**config.mk**
```make
export PLATFORM = sky130hd
export DESIGN_NAME = exc_mode_router
export DESIGN_NICKNAME = d
export VERILOG_FILES = /design/src/rtl/exr_pkg.sv /design/src/rtl/exr_prio_pick.sv /design/src/rtl/exr_route_dec.sv /design/src/rtl/exr_mask_ctl.sv /design/src/rtl/exc_mode_router.sv
export SDC_FILE = /design/constraint.sdc
export NUM_CORES = 1
export LEC_CHECK = 0
export ABC_AREA = 1
export ABC_CLOCK_PERIOD_IN_PS = 2150
export BUFFER_PORTS_ARGS = -buffer_cell sky130_fd_sc_hd__buf_4
export CORE_ASPECT_RATIO = 0.75
export CORE_UTILIZATION = 35
export CTS_CLUSTER_DIAMETER = 80
export DETAILED_ROUTE_END_ITERATION = 10
export PLACE_DENSITY = 0.67
export SYNTH_ARGS = -nofsm -noshare
export SYNTH_HDL_FRONTEND = slang
export SYNTH_SLANG_ARGS = --single-unit
```
**constraint.sdc**
```tcl
create_clock -name clk -period 2.15 [get_ports clk]
set_clock_uncertainty 0.15 [all_clocks]
set_input_delay 0 -clock clk [delete_from_list [all_inputs] [get_ports clk]]
set_output_delay 0 -clock clk [all_outputs]
set_load 0.02 [all_outputs]
```
**src/rtl/exr_pkg.sv**
```systemverilog
// Package: shared constants for the exception mode router.
// Assumes request index order equals priority order (index 0 most urgent).
package exr_pkg;
    localparam int NUM_SRC = 8;
    localparam int MODE_W  = 5;
    localparam int CFG_W   = 5;

    // request indices, lowest index wins
    localparam int SRC_RST  = 0;
    localparam int SRC_EABT = 1;
    localparam int SRC_FIQ  = 2;
    localparam int SRC_IRQ  = 3;
    localparam int SRC_IABT = 4;
    localparam int SRC_UND  = 5;
    localparam int SRC_SVC  = 6;
    localparam int SRC_SMC  = 7;

    // configuration bit positions
    localparam int CFG_EA = 0;
    localparam int CFG_IR = 1;
    localparam int CFG_FI = 2;
    localparam int CFG_AW = 3;
    localparam int CFG_FW = 4;

    typedef enum logic [MODE_W-1:0] {
        MODE_FIQ = 5'b10001,
        MODE_IRQ = 5'b10010,
        MODE_SVC = 5'b10011,
        MODE_MON = 5'b10110,
        MODE_ABT = 5'b10111,
        MODE_UND = 5'b11011
    } mode_e;
endpackage

```
**src/rtl/exr_prio_pick.sv**
```systemverilog
// Module: fixed-priority picker; grants the lowest-index active request.
// Assumes nothing about how many requests are active at once.
module exr_prio_pick #(
    parameter int N = 8
) (
    input  logic [N-1:0] req,
    output logic [N-1:0] grant
);
    logic [N:0] seen;

    assign seen[0] = 1'b0;
    // chain of "higher-priority request seen" flags
    for (genvar i = 0; i < N; i++) begin : g_chain
        assign grant[i]  = req[i] & ~seen[i];
        assign seen[i+1] = seen[i] | req[i];
    end
endmodule

```
**src/rtl/exr_route_dec.sv**
```systemverilog
// Module: maps a one-hot grant and the routing configuration to a mode,
// a monitor-entry flag and an F-mask set flag.
// Assumes grant is one-hot or zero.
module exr_route_dec
    import exr_pkg::*;
(
    input  logic [NUM_SRC-1:0] grant,
    input  logic [CFG_W-1:0]   cfg,
    output mode_e              mode,
    output logic               to_secure,
    output logic               set_f
);
    // decode the granted source into its target mode and side effects
    always_comb begin
        mode      = MODE_SVC;
        to_secure = 1'b0;
        set_f     = 1'b0;
        unique case (1'b1)
            grant[SRC_RST]: begin
                mode = MODE_SVC; to_secure = 1'b1; set_f = 1'b1;
            end
            grant[SRC_EABT]: begin
                mode      = cfg[CFG_EA] ? MODE_MON : MODE_ABT;
                to_secure = cfg[CFG_EA];
                set_f     = cfg[CFG_EA];
            end
            grant[SRC_FIQ]: begin
                mode      = cfg[CFG_FI] ? MODE_MON : MODE_FIQ;
                to_secure = cfg[CFG_FI];
                set_f     = 1'b1;
            end
            grant[SRC_IRQ]: begin
                mode      = cfg[CFG_IR] ? MODE_MON : MODE_IRQ;
                to_secure = cfg[CFG_IR];
                set_f     = cfg[CFG_IR];
            end
            grant[SRC_IABT]: mode = MODE_ABT;
            grant[SRC_UND]:  mode = MODE_UND;
            grant[SRC_SVC]:  mode = MODE_SVC;
            grant[SRC_SMC]: begin
                mode = MODE_MON; to_secure = 1'b1; set_f = 1'b1;
            end
            default: mode = MODE_SVC;
        endcase
    end
endmodule

```
**src/rtl/exr_mask_ctl.sv**
```systemverilog
// Module: holds the A and F mask bits; applies exception side effects and
// filters software writes by security state and permission bits.
// Assumes exception side effects take precedence over software writes.
module exr_mask_ctl (
    input  logic clk,
    input  logic rst_n,
    input  logic exc_any,
    input  logic exc_rst,
    input  logic set_f,
    input  logic sw_we,
    input  logic sw_a,
    input  logic sw_f,
    input  logic cur_ns,
    input  logic perm_a,
    input  logic perm_f,
    output logic mask_a,
    output logic mask_f
);
    logic wr_a_ok, wr_f_ok;

    assign wr_a_ok = sw_we & ~exc_any & (~cur_ns | perm_a);
    assign wr_f_ok = sw_we & ~exc_any & (~cur_ns | perm_f);

    // update mask bits from exceptions or permitted software writes
    always_ff @(posedge clk) begin
        if (!rst_n) begin
            mask_a <= 1'b1;
            mask_f <= 1'b1;
        end else if (exc_any) begin
            if (exc_rst) mask_a <= 1'b1;
            if (set_f)   mask_f <= 1'b1;
        end else begin
            if (wr_a_ok) mask_a <= sw_a;
            if (wr_f_ok) mask_f <= sw_f;
        end
    end

    // a refused non-secure write leaves the bits as they were
    a_r9_a_locked: assert property (@(posedge clk) disable iff (!rst_n)
        $past(rst_n && sw_we && cur_ns && !perm_a && !exc_any) |-> mask_a == $past(mask_a));
    a_r9_f_locked: assert property (@(posedge clk) disable iff (!rst_n)
        $past(rst_n && sw_we && cur_ns && !perm_f && !exc_any) |-> mask_f == $past(mask_f));
endmodule

```
**src/rtl/exc_mode_router.sv**
```systemverilog
// Module: top of the exception mode router. Picks the most urgent request,
// routes it with the held configuration and registers mode, security state
// and valid pulse one cycle after the request.
// Assumes cur_ns and the requests are synchronous to clk.
module exc_mode_router
    import exr_pkg::*;
(
    input  logic               clk,
    input  logic               rst_n,
    input  logic [NUM_SRC-1:0] exc_req,
    input  logic               cur_ns,
    input  logic               cfg_we,
    input  logic [CFG_W-1:0]   cfg_wdata,
    input  logic               sw_we,
    input  logic               sw_a,
    input  logic               sw_f,
    output logic               exc_valid,
    output logic [MODE_W-1:0]  exc_mode,
    output logic               exc_ns,
    output logic               mask_a,
    output logic               mask_f
);
    logic [NUM_SRC-1:0] grant;
    logic [CFG_W-1:0]   cfg_q;
    mode_e              dec_mode;
    logic               dec_secure, dec_set_f, exc_any;

    assign exc_any = |exc_req;

    exr_prio_pick #(.N(NUM_SRC)) u_pick (
        .req   (exc_req),
        .grant (grant)
    );

    exr_route_dec u_dec (
        .grant     (grant),
        .cfg       (cfg_q),
        .mode      (dec_mode),
        .to_secure (dec_secure),
        .set_f     (dec_set_f)
    );

    exr_mask_ctl u_mask (
        .clk     (clk),
        .rst_n   (rst_n),
        .exc_any (exc_any),
        .exc_rst (grant[SRC_RST]),
        .set_f   (dec_set_f),
        .sw_we   (sw_we),
        .sw_a    (sw_a),
        .sw_f    (sw_f),
        .cur_ns  (cur_ns),
        .perm_a  (cfg_q[CFG_AW]),
        .perm_f  (cfg_q[CFG_FW]),
        .mask_a  (mask_a),
        .mask_f  (mask_f)
    );

    // hold the routing configuration; a reset request clears it
    always_ff @(posedge clk) begin
        if (!rst_n || grant[SRC_RST]) cfg_q <= '0;
        else if (cfg_we)              cfg_q <= cfg_wdata;
    end

    // register the routing decision and its valid pulse
    always_ff @(posedge clk) begin
        if (!rst_n) begin
            exc_valid <= 1'b0;
            exc_mode  <= MODE_SVC;
            exc_ns    <= 1'b0;
        end else begin
            exc_valid <= exc_any;
            if (exc_any) begin
                exc_mode <= dec_mode;
                exc_ns   <= dec_secure ? 1'b0 : cur_ns;
            end
        end
    end

    // at most one source granted
    a_r10_one_grant: assert property (@(posedge clk) disable iff (!rst_n)
        $onehot0(grant));
    // monitor entry always ends secure
    a_r8_mon_secure: assert property (@(posedge clk) disable iff (!rst_n)
        (exc_valid && exc_mode == MODE_MON) |-> !exc_ns);
    // monitor entry always leaves F set
    a_r3_mon_masks_f: assert property (@(posedge clk) disable iff (!rst_n)
        (exc_valid && exc_mode == MODE_MON) |-> mask_f);
    // valid pulse only follows a request
    a_r11_valid_cause: assert property (@(posedge clk) disable iff (!rst_n)
        exc_valid |-> ($past(rst_n) && $past(exc_any)));
    // mode holds when no request was present
    a_r11_mode_hold: assert property (@(posedge clk) disable iff (!rst_n)
        ($past(rst_n) && !$past(exc_any)) |-> $stable(exc_mode));
endmodule

```
# After elaboration in Yosys (flattened, before gate mapping)
# Index checks and enable logic that the tools add are counted.
totals:
  reg_bits: 14
  output_inout_bits: 9
  elab_cells: 55
op_classes:
  eq_ne: 2
  mux: 13
  n_bitwise: 25
  reduce_logical: 9
ops:
  columns: ["operator", "count"]
  rows:
  - ["5-bit one-hot mux with 6 select lines", 1]
  - ["1-bit AND", 9]
  - ["1-bit two-way mux", 8]
  - ["1-bit inverter", 8]
  - ["1-bit OR", 8]
  - ["8-bit OR reduction", 1]
  - ["3-bit two-way mux", 2]
  - ["2-bit inequality test (second input constant)", 2]
  - ["1-bit one-hot mux with 4 select lines", 1]
  - ["2-bit AND reduction", 2]
  - ["2-bit nonzero test", 2]
  - ["1-bit one-hot mux with 3 select lines", 1]
  - ["3-bit OR reduction", 1]
  - ["2-bit OR reduction", 1]
  - ["1-bit zero test", 1]
  - ["1-bit logical OR", 1]

# Depth between registers and ports, before layout
logic_depth:
  ltp_word: 12
  mapped_depth: 8

# Hierarchy
# A second synthesis with hierarchy kept.
hier_totals:
  cells_unflattened: 134
  area_unflattened_um2: 830.8
modules_own_cells:
  columns: ["module", "n_inst", "cells_each", "area_each_um2", "seq_area_each_um2"]
  rows:
  - ["exc_mode_router", 1, 65, 490.5, 240.2]
  - ["exr_mask_ctl", 1, 22, 127.6, 40.0]
  - ["exr_route_dec", 1, 29, 122.6, 0.0]
  - ["exr_prio_pick", 1, 18, 90.1, 0.0]

# Worst setup path before layout
# No wires, ideal clock.
synth_path:
  path_type: "input -> register"
  from: "input port exc_req[1]"
  to: "register u_mask.mask_f"
  t_arrival_ns: 0.754
  t_required_ns: 1.882
  slack_ns: 1.128
  cell_stages: 7
  path_buffers: 0
  cell_sequence: "nor2_4 nand2_4 nor2_4 inv_2 or2_0 nand2_1 nand3_2"
synth_between:
  elab_chain_len: 12
  elab_cells_between_ends: 23
  cone_classes: "eq/ne (1); mux (2); bitwise (16); reduce/logical (4)"
synth_rtl:
  columns: ["item", "line", "source"]
  rows:
  - ["start, declared", "exc_mode_router.sv:10", "input logic [NUM_SRC-1:0] exc_req,"]
  - ["1-bit OR (6 in a row)", "exr_prio_pick.sv:15", "assign seen[i+1] = seen[i] | req[i];"]
  - ["1-bit inverter", "exr_prio_pick.sv:14", "assign grant[i] = req[i] & ~seen[i];"]
  - ["1-bit AND", "exr_prio_pick.sv:14", null]
  - ["3-bit OR reduction (no source line)", null, null]
  - ["1-bit one-hot mux with 3 select lines", "exr_route_dec.sv:18", "unique case (1'b1)"]
  - ["2-bit inequality test (no source line)", null, null]
  - ["2-bit AND reduction (no source line)", null, null]
  - ["end signal, assigned", "exr_mask_ctl.sv:34", "if (wr_f_ok) mask_f <= sw_f;"]
  - ["end, declared", "exr_mask_ctl.sv:17", "output logic mask_f"]
# Parallel ways exist; a longest one is shown, timed or not.
# A chain may end at the register's enable or synchronous reset.

# Worst setup path after layout
layout_path:
  from: "register cfg_q[3]"
  to: "register u_mask.mask_a"
layout_between:
  elab_chain_len: 4
layout_rtl:
  columns: ["item", "line", "source"]
  rows:
  - ["start, declared", "exc_mode_router.sv:24", "logic [CFG_W-1:0] cfg_q;"]
  - ["start signal, assigned", "exc_mode_router.sv:62", "else if (cfg_we) cfg_q <= cfg_wdata;"]
  - ["1-bit OR", "exr_mask_ctl.sv:21", "assign wr_a_ok = sw_we & ~exc_any & (~cur_ns | perm_a);"]
  - ["1-bit AND", "exr_mask_ctl.sv:21", null]
  - ["2-bit nonzero test (no source line)", null, null]
  - ["2-bit AND reduction (no source line)", null, null]
  - ["end signal, assigned", "exr_mask_ctl.sv:33", "if (wr_a_ok) mask_a <= sw_a;"]
  - ["end, declared", "exr_mask_ctl.sv:16", "output logic mask_a,"]
# Every way passes these cells.

==> impl_metrics.json <==
{
  "fin_crit_ps": 2080,
  "yosysUniqueCellTypes": 21,
  "first_pass_iters": 4,
  "power.total_w": 0.000535,
  "overflow": 0,
  "crit_cells": 6,
  "grt_usage_pct": 21.4,
  "synth_area_leader_cell": "dfxtp_1",
  "wl_um": 2000,
  "fin_crit_sh_pct": 96.9,
  "p_per_area_mw_per_mm2": 449,
  "drv_cap": 0,
  "rsz0062_at_grt": "false",
  "post-route-util_pct": 67.2,
  "startpoint_type": "flop",
  "htreeDepth": 1,
  "syn_inst": 99,
  "die_area_mm2": 0.00213,
  "viasPerCell": 4.71,
  "stdcell_count": 177,
  "critPathKind": "reg2reg",
  "vdd_ir_drop_max_v": 0.000381,
  "grt_max_degree": 8,
  "drive_above_1_share_pct": 23.2,
  "clk_latency_ps": 270,
  "die_y_um": 40.2,
  "fillers": 155,
  "yosysSeqAreaShare_pct": 38.2,
  "yosys_warnings": 0,
  "whs_path_depth": 4,
  "start_util_pct": 38.5,
  "critPathMaxStageDelay_ps": 550,
  "timing.setup.tns_ps": 0,
  "io_pins": 29,
  "p_leak_nw": 0.565,
  "cts_tree": "done",
  "hold_ws_ps": 30.6,
  "cts_made_buffers": 3,
  "status": "finished, final reports clean",
  "avgSynthCellArea_um2": 6.89,
  "post_cts_resized": 0,
  "endpoint_kind": "flop",
  "root_buffer": "clkbuf_4",
  "post-dp-hpwl_um": 1270,
  "diodes": 0,
  "clkSinkCount": 13,
  "ys_ff_latch": 13,
  "fin_nets": 176,
  "num_vias": 833,
  "synthDominantCellAreaShare_pct": 38.2,
  "path_delay_family": "buffers and inverters",
  "cp_slowest_cell": "dlygate4sd3_1",
  "cp.arrival_ps": 2100,
  "hold_path.class": "in2reg",
  "hold_viol": 0,
  "path_cells": "o211ai_1 -> nand2_1 -> o21ai_1 -> dlygate4sd3_1 -> nand3_1 -> dlygate4sd3_1",
  "rows": 13,
  "synth_area_leaders": "dfxtp_1, nand2_1, inv_1, nand3_1, nor2_1",
  "dp.cells": 147,
  "core_mm2": 0.00177,
  "worstRegToRegCells": 6,
  "critPathBufInv": 2,
  "setup_violations": 0,
  "gp_congestion": 0.864,
  "grt_pass1_wl_um": 3170,
  "ant_nets": 0,
  "cp_max_fo": 2,
  "cts_buffer_depth": 2,
  "worstPathRequired_ps": 2160,
  "drc_errors": 0,
  "path_clk_slew_ps": 70,
  "fmax_mhz": 480,
  "drv_slew": 0,
  "wl_per_cell_um": 11.3,
  "syn_nets": 119,
  "grt_pass1_vias": 759,
  "antenna_found_initial": 0,
  "syn_to_final_growth_pct": 74.7,
  "die_x_um": 53.0,
  "io_buffer_count": 27,
  "drtIter0Drc": 23,
  "crit_top_cell": "dlygate4sd3_1",
  "synth_area_um2": 682
}
[cell usage in the layout (no fill, tap or decap), types with 3 or more instances in the layout]
master	count
buf_4	27
dlygate4sd3_1	26
nand2_1	22
inv_1	13
dfxtp_1	13
nor2_1	11
nand3_1	9
a21oi_1	6
nand4_1	5
nor2_4	3
o21ai_0	3
clkbuf_4	3
[synthesized netlist by cell type]
library cell	instances
nand4_1	5
o22ai_1	1
a31oi_1	2
or2_0	1
inv_1	13
a21oi_1	6
a211oi_1	2
nand2_1	22
buf_4	1
nand3_2	1
nor3_1	1
nor2_4	3
o211ai_1	1
o21ai_0	3
nor2_1	11
nand3_1	9
inv_2	1
conb_1	1
nand2_4	1
dfxtp_1	13
o21ai_1	1
[per-layer routing]
layer	vias up	GRT usage (%)	share of wire, %
li1	438	-	-
met1	367	22.6	42
met2	28	42.4	52
met3	0	6.44	5.5
met4	0	5.26	0
met5	-	0	0
[final timing paths]
path,start,to,slack (ps)
min,exc_req[2],exc_mode[1],30
max reg2reg,cfg_q[3],u_mask.mask_a,70
max,cfg_q[3],u_mask.mask_a,70
min reg2reg,exc_ns,exc_ns,310
[metrics by stage]
stage / worst slack [ps] / cell area, um^2
6_report: 65.8 / 1190
5_1_grt: 2.78 / 1190
4_1_cts: 52.1 / 1190
3_5_place_dp: 918 / 905
3_3_place_gp: 953 / 905
2_1_floorplan: 1130 / 682
[power breakdown]
part	leakage, nW	switching, W	total, W	internal (W)
registers	0.107	0.00000504	0.000256	0.000251
logic	0.444	0.0000628	0.000136	0.0000731
clock network	0.0150	0.0000717	0.000144	0.0000719
[layout make-up]
type / count / area (um^2) / area share [%]
flip-flops and latches: 13 / 260 / 21.8
well taps: 22 / 27.5 / 2.31
repair buffers: 53 / 463 / 38.9
inverters: 14 / 52.6 / 4.41
multi-input cells: 71 / 362 / 30.4
clock buffers: 4 / 26.3 / 2.21
[registers in the layout (all words and copies together) (netlist names)]
name and cells:
cfg_q 5, u_mask.mask_a 1, exc_ns 1, u_mask.mask_f 1, exc_valid 1, exc_mode 4
[logic make-up after synthesis]
kind of cell,Yosys count,share of synthesized area [%]
DFF,13,38.2
other,1,0.550
AOI/OAI and AO/OA,16,13.4
buffers and inverters,15,8.81
and+or+nand+nor,54,39.1
[tightest hold or removal path, cell delays in order]
cell     delay (ps)
buf_4           110
nand2_1         100
inv_1           100
a31oi_1          90
[what timing repair did]
| item | in CTS | in global routing |
|---|---|---|
| hold buffers | 26 | 0 |
| endpoints found under the hold margin | 12 | 0 |
| endpoints found under the setup margin | 0 | 1 |
| setup buffers | 0 | 0 |
Note: power is estimated with default switching activity, not from simulation.
